===== src/rtl/hsd_pkg.sv =====
`timescale 1ns/1ps
package hsd_pkg;
  localparam int REG_W  = 4;
  localparam int ADDR_W = 32;

  typedef struct packed {
    logic [REG_W-1:0]  xfer;
    logic [REG_W-1:0]  base;
    logic [ADDR_W-1:0] off;
    logic              pre;
    logic              up;
    logic              wb;
    logic              nomatch;
    logic              unpriv;
    logic              undef;
    logic              unpred;
  } hsd_dec_t;
endpackage


===== src/rtl/hsd_wide_dec.sv =====
`timescale 1ns/1ps
// Fixed-length set: one 32-bit form.
module hsd_wide_dec
  import hsd_pkg::*;
(
  input  logic [31:0] word,
  output hsd_dec_t    dec
);
  logic fmt_ok, p_bit, w_bit, wb_c;
  logic [REG_W-1:0] rn_c, rt_c;

  assign p_bit  = word[24];
  assign w_bit  = word[21];
  assign rn_c   = word[19:16];
  assign rt_c   = word[15:12];
  assign wb_c   = !p_bit || w_bit;
  assign fmt_ok = (word[31:28] != 4'hF) && (word[27:25] == 3'b000) &&
                  word[22] && !word[20] && (word[7:4] == 4'b1011);

  always_comb begin
    dec = '0;
    if (!fmt_ok) begin
      dec.nomatch = 1'b1;
    end else if (!p_bit && w_bit) begin
      dec.unpriv = 1'b1;
    end else begin
      dec.base   = rn_c;
      dec.xfer   = rt_c;
      dec.off    = {{(ADDR_W-8){1'b0}}, word[11:8], word[3:0]};
      dec.pre    = p_bit;
      dec.up     = word[23];
      dec.wb     = wb_c;
      dec.unpred = (rt_c == 4'hF) ||
                   (wb_c && ((rn_c == 4'hF) || (rn_c == rt_c)));
    end
  end
endmodule


===== src/rtl/hsd_compact_dec.sv =====
`timescale 1ns/1ps
// Compact set: 16-bit form and two 32-bit forms; first halfword in [31:16].
module hsd_compact_dec
  import hsd_pkg::*;
(
  input  logic [31:0] word,
  output hsd_dec_t    dec
);
  logic [15:0] hw1, hw2;
  logic is_wide, f16, f12, f8;
  logic p_bit, u_bit, w_bit, ud_c;
  logic [REG_W-1:0] rn_w, rt_w;

  assign hw1     = word[31:16];
  assign hw2     = word[15:0];
  assign is_wide = (hw1[15:13] == 3'b111) && (hw1[12:11] != 2'b00);
  assign f16     = !is_wide && (hw1[15:11] == 5'b10000);
  assign f12     = is_wide && (hw1[15:4] == 12'b1111_1000_1010);
  assign f8      = is_wide && (hw1[15:4] == 12'b1111_1000_0010) && hw2[11];
  assign rn_w    = hw1[3:0];
  assign rt_w    = hw2[15:12];
  assign p_bit   = hw2[10];
  assign u_bit   = hw2[9];
  assign w_bit   = hw2[8];

  always_comb begin
    dec  = '0;
    ud_c = 1'b0;
    if (f16) begin
      dec.base = {1'b0, hw1[5:3]};
      dec.xfer = {1'b0, hw1[2:0]};
      dec.off  = {{(ADDR_W-6){1'b0}}, hw1[10:6], 1'b0};
      dec.pre  = 1'b1;
      dec.up   = 1'b1;
    end else if (f12) begin
      ud_c       = (rn_w == 4'hF);
      dec.base   = rn_w;
      dec.xfer   = rt_w;
      dec.off    = {{(ADDR_W-12){1'b0}}, hw2[11:0]};
      dec.pre    = 1'b1;
      dec.up     = 1'b1;
      dec.undef  = ud_c;
      dec.unpred = !ud_c && (rt_w == 4'hF);
    end else if (f8) begin
      if (p_bit && u_bit && !w_bit) begin
        dec.unpriv = 1'b1;
      end else begin
        ud_c       = (rn_w == 4'hF) || (!p_bit && !w_bit);
        dec.base   = rn_w;
        dec.xfer   = rt_w;
        dec.off    = {{(ADDR_W-8){1'b0}}, hw2[7:0]};
        dec.pre    = p_bit;
        dec.up     = u_bit;
        dec.wb     = w_bit;
        dec.undef  = ud_c;
        dec.unpred = !ud_c && ((rt_w == 4'hF) || (w_bit && (rn_w == rt_w)));
      end
    end else begin
      dec.nomatch = 1'b1;
    end
  end
endmodule


===== src/rtl/hsd_out_stage.sv =====
`timescale 1ns/1ps
// Result stage; OUT_REG=1 gives one register of latency, 0 passes through.
module hsd_out_stage
  import hsd_pkg::*;
#(
  parameter bit OUT_REG = 1'b1
) (
  input  logic     clk,
  input  logic     rst_n,
  input  logic     in_valid,
  output logic     in_ready,
  input  hsd_dec_t in_dec,
  output logic     out_valid,
  input  logic     out_ready,
  output hsd_dec_t out_dec
);
  generate
    if (OUT_REG) begin : g_reg
      logic     vld_q;
      hsd_dec_t dec_q;
      assign in_ready  = !vld_q || out_ready;
      assign out_valid = vld_q;
      assign out_dec   = dec_q;
      always_ff @(posedge clk or negedge rst_n) begin
        if (!rst_n) begin
          vld_q <= 1'b0;
          dec_q <= '0;
        end else if (in_ready) begin
          vld_q <= in_valid;
          if (in_valid) dec_q <= in_dec;
        end
      end
    end else begin : g_pass
      assign in_ready  = out_ready;
      assign out_valid = in_valid;
      assign out_dec   = in_dec;
    end
  endgenerate
endmodule


===== src/rtl/hstore_imm_dec.sv =====
`timescale 1ns/1ps
module hstore_imm_dec
  import hsd_pkg::*;
#(
  parameter bit OUT_REG = 1'b1
) (
  input  logic              clk,
  input  logic              rst_n,
  input  logic              in_valid,
  output logic              in_ready,
  input  logic              compact_set,
  input  logic [31:0]       instr,
  output logic              out_valid,
  input  logic              out_ready,
  output logic [REG_W-1:0]  xfer_reg,
  output logic [REG_W-1:0]  base_reg,
  output logic [ADDR_W-1:0] byte_off,
  output logic              pre_index,
  output logic              add_off,
  output logic              write_back,
  output logic              no_match,
  output logic              unpriv_redirect,
  output logic              undef_enc,
  output logic              unpred_enc
);
  hsd_dec_t wide_dec, comp_dec, sel_dec, res_dec;

  hsd_wide_dec u_wide (.word(instr), .dec(wide_dec));
  hsd_compact_dec u_comp (.word(instr), .dec(comp_dec));

  assign sel_dec = compact_set ? comp_dec : wide_dec;

  hsd_out_stage #(.OUT_REG(OUT_REG)) u_stage (
    .clk(clk), .rst_n(rst_n),
    .in_valid(in_valid), .in_ready(in_ready), .in_dec(sel_dec),
    .out_valid(out_valid), .out_ready(out_ready), .out_dec(res_dec)
  );

  assign xfer_reg        = res_dec.xfer;
  assign base_reg        = res_dec.base;
  assign byte_off        = res_dec.off;
  assign pre_index       = res_dec.pre;
  assign add_off         = res_dec.up;
  assign write_back      = res_dec.wb;
  assign no_match        = res_dec.nomatch;
  assign unpriv_redirect = res_dec.unpriv;
  assign undef_enc       = res_dec.undef;
  assign unpred_enc      = res_dec.unpred;
endmodule


===== config.mk =====
export PLATFORM = sky130hd
export DESIGN_NAME = hstore_imm_dec
export DESIGN_NICKNAME = d
export VERILOG_FILES = /design/src/rtl/hsd_pkg.sv /design/src/rtl/hsd_wide_dec.sv /design/src/rtl/hsd_compact_dec.sv /design/src/rtl/hsd_out_stage.sv /design/src/rtl/hstore_imm_dec.sv
export SDC_FILE = /design/constraint.sdc
export NUM_CORES = 1
export LEC_CHECK = 0
export ABC_AREA = 1
export BUFFER_PORTS_ARGS = -buffer_cell sky130_fd_sc_hd__buf_2
export CAP_MARGIN = 20
export CELL_PAD_IN_SITES_DETAIL_PLACEMENT = 0
export CELL_PAD_IN_SITES_GLOBAL_PLACEMENT = 1
export CORE_MARGIN = 2
export CORE_UTILIZATION = 30
export CTS_CLUSTER_DIAMETER = 150
export DETAILED_ROUTE_END_ITERATION = 8
export GPL_TIMING_DRIVEN = 0
export PLACE_DENSITY = 0.73
export SLEW_MARGIN = 15
export SYNTH_ARGS = -nofsm -noshare
export SYNTH_HDL_FRONTEND = slang
export SYNTH_SLANG_ARGS = --single-unit

===== constraint.sdc =====
create_clock -name clk -period 1.9 [get_ports clk]
set_input_delay 0 -clock clk [delete_from_list [all_inputs] [get_ports clk]]
set_output_delay 0 -clock clk [all_outputs]
set_load 0.02 [all_outputs]

* Word level (Yosys, flattened, before mapping)
Cells that the tools add are included.
** Word-level totals
- Bits in latches :: 0
- Memories kept :: 0
- RAM bits :: 0
- Output and inout port bits :: 49
- Bits of input ports :: 37
- Bits in registers :: 48
- Memory bits (read-only) :: 0
- Logic and storage cells :: 73
** Operators by class
- Add/subtract/negate cells :: 0
- Reduce and logical (&&, ||, !) cells :: 34
- Multipliers :: 0
- Shift operators :: 0
- Bitwise gates (word level) :: 0
- Equal/unequal tests :: 9
- Div/mod/pow operators :: 0
- Magnitude comparators :: 0
- Muxes and demuxes :: 19
** Operators by type and width (count)
- 2-to-1 mux 43 bit :: 4
- 2-to-1 mux 42 bit :: 2
- 2-to-1 mux 47 bit :: 1
- == test 12 bit (second input constant) :: 2
- logical AND 1 bit :: 17
- == test 4 bit (second input constant) :: 3
- zero test 1 bit :: 8
- 2-to-1 mux 1 bit :: 7
- logical OR 1 bit :: 6
- 2-to-1 mux 3 bit :: 2
- == test 5 bit (second input constant) :: 1
- 2-to-1 mux 5 bit :: 1
- == test 4 bit :: 1
- 2-to-1 mux 2 bit :: 2
- inequality test 4 bit (second input constant) :: 1
- == test 3 bit (second input constant) :: 1
- zero test 3 bit :: 1
- AND reduction 2 bit :: 1
- nonzero test 2 bit :: 1

* Logic depth before layout (Yosys ltp)
Gate-level depths: netlist of run 1.
- Depth in word-level cells :: 10
- Depth in mapped cells :: 12
- Mapped depth without buffers :: 12

* Cells and area by module
Synthesis of run 1 repeated with hierarchy kept, for this count alone.
** Second synthesis, totals
- Cell total of the unflattened synthesis :: 591
- Area, all modules :: 3842.4 µm²
** By module, submodules not included
- hsd_out_stage :: times used 1, cells an instance 208, area each 1921.8 µm², sequential area each 1201.2 µm²
- hsd_wide_dec :: times used 1, cells an instance 105, area each 661.9 µm², sequential area each 0.0 µm²
- hsd_compact_dec :: times used 1, cells an instance 126, area each 633.1 µm², sequential area each 0.0 µm²
- hstore_imm_dec :: times used 1, cells an instance 152, area each 625.6 µm², sequential area each 0.0 µm²

* Least setup slack after synthesis of run 1
No wires, ideal clock.
- Path type :: reg2reg
- From :: register u_stage.g_reg.vld_q (netlist: u_stage.out_valid)
- To :: register u_stage.g_reg.dec_q, in the netlist u_stage.out_dec[10]
- Setup time :: 0.085 ns
- Required time :: 1.815 ns
- Buffers on the path :: 1
- Stages on the path, launching flop included :: 7
- Path slack :: 0.366 ns
- Data arrival time :: 1.449 ns
- Period minus slack after synthesis :: 1.534 ns
- Cells stage by stage :: dfrtp_1 -> nand2_2 -> nand2_1 -> buf_6 -> nor2_4 -> nand4_2 -> o211ai_2
** On the way
- Cells in the longest elaborated chain, start to end :: 3
** RTL lines
- from (decl) :: RTL line hsd_out_stage.sv:19 : logic vld_q;
- from (signal assigned) :: RTL line hsd_out_stage.sv:29 : vld_q <= in_valid;
- zero test 1 bit :: RTL line hsd_out_stage.sv:21 : assign in_ready = !vld_q || out_ready;
- logical OR 1 bit :: RTL line hsd_out_stage.sv:21
- net in_ready :: RTL line hstore_imm_dec.sv:10 : output logic in_ready,
- AND reduction 2 bit (no line)
- to (signal assigned) :: RTL line hsd_out_stage.sv:30 : if (in_valid) dec_q <= in_dec;
- to (decl) :: RTL line hsd_out_stage.sv:20 : hsd_dec_t dec_q;
The timed path passes the listed nets, and every way through them passes these cells.
A chain may end at the register's enable or synchronous reset.

* Worst setup path after layout of run 1
- From :: register u_stage.g_reg.vld_q (netlist: u_stage.out_valid)
- To :: register u_stage.g_reg.dec_q, in the netlist u_stage.out_dec[40]
** On the way
- Cells in the longest elaborated chain, start to end :: 3
** RTL lines (RTL line)
- zero test 1 bit :: hsd_out_stage.sv:21
- logical OR 1 bit :: hsd_out_stage.sv:21
- AND reduction 2 bit (no line)
Every way passes these cells.

==> flow_summary.json, run 1 <==
{
  "status": "finished clean",
  "yosysWarnings": 0,
  "maxCapViolations": 0,
  "fmaxAchievable_ghz": 0.605,
  "switching_share_pct": 28.1,
  "grt-ovfl-total": 0,
  "layout.area.seq_um2": 701,
  "cts_setup_buffers": 0,
  "r2r-end": "u_stage.out_dec[40]$_DFFE_PN0P_",
  "ctsHtreeMaxLevel": 1,
  "seq_area_frac_synth_pct": 36.9,
  "die_w_um": 83.6,
  "firstDrtPassIters": 4,
  "drv_slew": 0,
  "core_area_um2": 6030,
  "hold_path_depth": 3,
  "async_reset_ff_share_pct": 100,
  "setup_viol": 0,
  "hold_end": "u_stage.out_dec[4]$_DFFE_PN0P_",
  "netlist_area_um2": 1900,
  "tns_ns": 0,
  "intPower_w": 0.00101,
  "end_kind": "register",
  "max-slew-margin-rel_pct": 54.6,
  "nNetsFinal": 397,
  "yosys_register_bits": 28,
  "synth-edff-count": 0,
  "worst_pin_slew_ns": 0.680,
  "wirelength_um": 5280,
  "hold_path_class": "in -> reg",
  "dp_hpwl_um": 4120,
  "synth_flop_cell": "dfrtp_1",
  "setup.worst_path.start": "u_stage.out_valid$_DFFE_PN0N_",
  "clkLatencyLatePin_ns": 0.28,
  "yosysMostFrequentCell": "nand2_1",
  "synth_cell_types": 27,
  "detail_route.wl_per_cell_um": 12.2,
  "power.leakage_nw": 1.54,
  "port_buffers": 65,
  "grt_pass1_wl_um": 8450,
  "n_antenna_cell": 0,
  "power_switching_w": 0.000394,
  "synthCells": 253,
  "crit_type": "reg -> reg",
  "die_h_um": 83.6,
  "io_pins": 86,
  "post_cts_resized": 0,
  "first_iter_violations": 92,
  "worstPathMaxFanout": 10,
  "drc": 0,
  "synthToLayoutAreaGrowth_pct": 38.0,
  "power_density_nw_per_um2": 535,
  "syn_avg_cell_area_um2": 7.51,
  "slowest_stage": "dfrtp_1",
  "final.period_utilization_pct": 86.9,
  "fill_cells": 649,
  "avgViaCountPerCell": 4.33,
  "rsz0062_at_grt": "false",
  "irDropWorstVdd_mv": 0.282,
  "crit_chain": "nand2_2, nand2_1, buf_6, nor2_4, nand4_2, o211ai_2",
  "critPathLaunchType": "register",
  "final_util_pct": 43.5,
  "synth_area_leader_cell": "dfrtp_1",
  "cts_sinks": 28,
  "rows": 28,
  "initial_core_util_pct": 31.5,
  "regToRegStartpoint": "u_stage.out_valid$_DFFE_PN0N_",
  "first_global_vias": 1812,
  "slowest_delay_ns": 0.40,
  "comb_power_share_pct": 21.9,
  "fin_skew_ns": 0.0101,
  "layout-drive-gt1-share_pct": 35.9,
  "crit_family": "simple AND/OR/NAND/NOR gates",
  "grtUsageTotal_pct": 14.7,
  "pwr-share-seq_pct": 43.6,
  "cts_tree": "done",
  "gp_congestion": 0.811,
  "required_ns": 2.09,
  "clock_path_buffers": 2,
  "die_area_um2": 6980,
  "synth_common_cells": "nand2_1, dfrtp_1, inv_1",
  "synthTopCellsByArea": "dfrtp_1, nand2_1, buf_4, o211ai_2, inv_1",
  "antenna_found_initial": 0,
  "crit_cells": 6,
  "reg2regPathDepth": 6,
  "grt_max_degree": 29,
  "clockPowerShare_pct": 34.5,
  "hold_viol": 0,
  "r2r_slack_ns": 0.25,
  "fin_crit_ns": 1.65,
  "clk_pin_slew_ns": 0.11,
  "synth_top_area_share_pct": 36.9,
  "numCtsBuffers": 3,
  "ant_nets": 0,
  "worstPathArrival_ns": 1.84,
  "vias": 1872,
  "multi_input_area_um2": 958,
  "ctsRootBufferMaster": "clkbuf_8",
  "min_from": "instr[8]",
  "crit_buf_inv": 1
}
-- logic make-up (layout without fill, tap and decap cells) --
family / Yosys count / count (layout) / synth area share, %
flops: 28 / 28 / 36.9
other cells: 1 / 20 / 0.197
fa+ha+maj: 2 / 2 / 1.32
simple gates: 133 / 133 / 32.8
compound gates: 31 / 31 / 12.4
buf+inv: 58 / 143 / 16.4
-- per-layer routing --
layer / GRT usage, % / part of all wire, % / vias to the layer above
met4: 2.49 / 0.59 / 0
li1: - / - / 966
met1: 18.8 / 46 / 852
met3: 3.17 / 5.3 / 2
met5: 0 / 0 / -
met2: 25.8 / 49 / 52
-- cells in the final DEF (no fill, tap or decap), types with 3 or more instances in the layout --
cell type / instances
o211ai_1: 4
dfrtp_1: 28
dlygate4sd3_1: 16
o211ai_2: 9
a21oi_1: 8
buf_4: 20
nand2_1: 76
inv_1: 28
inv_2: 4
nor2_1: 18
nand3_2: 3
clkbuf_8: 3
buf_2: 65
nand3_1: 12
nand2_2: 13
o21ai_0: 9
conb_1: 20
nand4_1: 3
-- worst register-to-register path, delay by kind of cell, from the launching register on --
family	cells	cell delay, ns
and+or+nand+nor	4	0.72
DFF	1	0.40
buffers and inverters	1	0.16
AOI/OAI and AO/OA	1	0.28
-- how the worst max path moves through the flow --
stage | endpoint | slack [ns]
2_1_floorplan | u_stage.out_dec[10]$_DFFE_PN0P_ | 0.37
3_3_place_gp | u_stage.out_dec[45]$_DFFE_PN0P_ | 0.27
3_5_place_dp | u_stage.out_dec[39]$_DFFE_PN0P_ | 0.25
4_1_cts | u_stage.out_dec[39]$_DFFE_PN0P_ | 0.21
5_1_grt | u_stage.out_dec[45]$_DFFE_PN0P_ | 0.1
6_report | u_stage.out_dec[40]$_DFFE_PN0P_ | 0.25
-- power by group through the flow --
stage               Clock, W  Combinational [W]  Sequential [W]
floorplan                  0           0.000160        0.000638
global placement           0           0.000282        0.000623
detailed placement         0           0.000282        0.000624
CTS                 0.000503           0.000308        0.000612
global route        0.000519           0.000337        0.000614
finish              0.000484           0.000307        0.000612
-- flip-flops by register name, summed over array words and instances, names as in the netlist --
name	count
u_stage.out_valid	1
u_stage.out_dec	27
-- timing repair --
item,4_1_cts,5_1_grt
endpoints found under the hold margin,43,0
setup endpoints to repair,0,0
hold buffers,16,0
-- final cells by class --
cell class | instances | share of cell area, %
plain buffers | 24 | 7.02
clock buffers | 3 | 1.58
clock inverters | 1 | 1.15
inverters | 34 | 4.87
multi-input cells | 186 | 36.6
flip-flops and latches | 28 | 26.7
well taps | 75 | 3.58
repair buffers | 81 | 18.5
-- through the flow --
step	cell area [um2]	hold slack, ns	setup WS [ns]	std cells	power (W)
floorplan	1970	-0.296	0.366	272	0.000798
global placement	2390	0.0699	0.275	412	0.000905
detailed placement	2390	0.0731	0.247	412	0.000905
CTS	2620	0.00436	0.210	432	0.00142
global route	2620	0.0117	0.0953	432	0.00147
finish	2620	0.00706	0.248	432	0.00140
No activity file was read; power rests on OpenSTA's default activity.
==> inputs of run 2 (changes only) <==
==> constraint.sdc (replaced) <==
create_clock -name clk -period 1.9 [get_ports clk]
set_input_delay 0 -clock clk [delete_from_list [all_inputs] [get_ports clk]]
set_output_delay 0 -clock clk [all_outputs]
set_load 0.1 [all_outputs]
==> run 2 against run 1 <==
Register-to-register slack got worse by 0.07 ns. Power rose by 6.2%. Via count rose by 0.75%. Hold slack improved by 0.0039 ns. Clock skew fell by 0.0064 ns. First-iteration DRC count rose by 22%. Non-clock buffer count did not move. Highest routed layer unchanged.
==> flow_summary.json, run 2 (same netlist as run 1, synthesis figures left out) <==
{
  "r2r-end": "u_stage.out_dec[45]$_DFFE_PN0P_",
  "clkLatencyLatePin_ns": 0.28,
  "firstDrtPassIters": 4,
  "layout-drive-gt1-share_pct": 35.9,
  "end_kind": "register",
  "slowest_delay_ns": 0.50,
  "antenna_found_initial": 0,
  "grt_max_degree": 29,
  "regToRegStartpoint": "u_stage.out_valid$_DFFE_PN0N_",
  "ant_nets": 0,
  "power.leakage_nw": 1.53,
  "die_h_um": 83.6,
  "numCtsBuffers": 3,
  "vias": 1886,
  "drv_slew": 0,
  "synthToLayoutAreaGrowth_pct": 37.1,
  "clock_path_buffers": 2,
  "largest_reg_flops": 27,
  "worstPathMaxFanout": 10,
  "core_area_um2": 6030,
  "worstPathArrival_ns": 1.92,
  "dp_hpwl_um": 4160,
  "layout.area.seq_um2": 704,
  "maxCapViolations": 0,
  "n_antenna_cell": 0,
  "port_buffers": 65,
  "fmaxAchievable_ghz": 0.582,
  "final_cell_mix": "nand2_1, buf_2, inv_1",
  "critPathLaunchType": "register",
  "required_ns": 2.10,
  "hold_path_class": "in -> reg",
  "crit_buf_inv": 1,
  "reg2regPathDepth": 6,
  "post_cts_resized": 0,
  "cts_sinks": 28,
  "final_common_cell": "nand2_1",
  "crit_chain": "nand2_4, nand2_1, buf_6, nor2_4, nand4_2, o211ai_2",
  "first_global_vias": 1887,
  "irDropWorstVdd_mv": 0.296,
  "fin_crit_ns": 1.72,
  "tns_ns": 0,
  "rsz0062_at_grt": "false",
  "crit_family": "simple AND/OR/NAND/NOR gates",
  "crit_type": "reg -> reg",
  "ctsHtreeMaxLevel": 1,
  "avgViaCountPerCell": 4.37,
  "final.period_utilization_pct": 90.5,
  "power_density_nw_per_um2": 572,
  "fin_cells": 432,
  "gp_congestion": 0.823,
  "min_from": "instr[7]",
  "whs_ns": 0.0110,
  "max-slew-margin-rel_pct": 55.8,
  "ctsRootBufferMaster": "clkbuf_8",
  "r2r_slack_ns": 0.18,
  "hold_path_depth": 3,
  "hold_end": "u_stage.out_dec[14]$_DFFE_PN0P_",
  "rows": 28,
  "first_iter_violations": 112,
  "status": "finished clean",
  "drc": 0,
  "grtUsageTotal_pct": 15.1,
  "initial_core_util_pct": 31.5,
  "grt-ovfl-total": 0,
  "fin_skew_ns": 0.00375,
  "slowest_stage": "dfrtp_4",
  "io_pins": 86,
  "hold_viol": 0,
  "die_w_um": 83.6,
  "grt_pass1_wl_um": 8690,
  "fill_cells": 655,
  "clk_pin_slew_ns": 0.10,
  "setup_viol": 0,
  "cts_tree": "done",
  "wirelength_um": 5280,
  "multi_input_area_um2": 963,
  "detail_route.wl_per_cell_um": 12.2,
  "die_area_um2": 6980,
  "worst_pin_slew_ns": 0.663,
  "nNetsFinal": 397,
  "dp.cells": 412
}
run 2: cell count changes in the layout (fill, tap and decap cells not counted):
cell       delta
bufinv_16     -1
clkbuf_1      +1
dfrtp_1       -1
dfrtp_4       +1
nand2_2       -1
nand2_4       +1
run 2: how the worst max path moves through the flow:
stage	slack, ns	start	end	depth (start not counted)
2_1_floorplan	0.002	u_stage.out_valid$_DFFE_PN0N_	u_stage.out_dec[10]$_DFFE_PN0P_	6
3_3_place_gp	0.18	u_stage.out_valid$_DFFE_PN0N_	u_stage.out_dec[39]$_DFFE_PN0P_	6
3_5_place_dp	0.17	u_stage.out_valid$_DFFE_PN0N_	u_stage.out_dec[40]$_DFFE_PN0P_	6
4_1_cts	0.14	u_stage.out_valid$_DFFE_PN0N_	u_stage.out_dec[45]$_DFFE_PN0P_	6
5_1_grt	0.06	u_stage.out_valid$_DFFE_PN0N_	u_stage.out_dec[45]$_DFFE_PN0P_	6
6_report	0.18	u_stage.out_valid$_DFFE_PN0N_	u_stage.out_dec[45]$_DFFE_PN0P_	6
run 2: area by class of cell:
class,instances,area share (%)
Timing Repair Buffer,81,18.6
Clock buffer,4,1.73
Sequential cell,28,27.1
Tap cell,75,3.60
Multi-Input combinational cell,186,37.0
Inverter,34,4.90
Buffer,24,7.06
run 2: power by group:
group | total (W) | internal [W] | switching (W) | leakage [nW]
clock | 0.000350 | 0.000151 | 0.000199 | 0.0228
combinational | 0.000525 | 0.000120 | 0.000405 | 1.13
sequential | 0.000614 | 0.000608 | 0.00000619 | 0.379
run 2: metal layers:
layer	vias to the layer above	wire [um]	track usage [%]
li1	969	-	-
met3	2	368	3.46
met5	-	0	0
met4	0	10	1.76
met1	855	2360	19.6
met2	60	2540	26.3
run 2: metrics by stage:
| stage | total power [W] | worst slack, ns | instance area (um2) | util, % |
|---|---|---|---|---|
| after floorplan | 0.00102 | 0.00202 | 1980 | - |
| after global placement | 0.00113 | 0.183 | 2400 | 39.8 |
| after detailed placement | 0.00113 | 0.168 | 2400 | 39.8 |
| after CTS | 0.00151 | 0.142 | 2600 | 43.2 |
| after global routing | 0.00156 | 0.0587 | 2600 | 43.2 |
| final | 0.00149 | 0.181 | 2600 | 43.2 |
run 2: worst min-delay path, stage by stage:
cell	delay, ns
buf_2	0.10
nand3_1	0.08
o211ai_1	0.08
run 2: repair_timing:
| item | CTS | global route |
|---|---|---|
| buffers inserted | 0 | 0 |
| endpoints found under the hold margin | 43 | 0 |
| hold buffers | 16 | 0 |
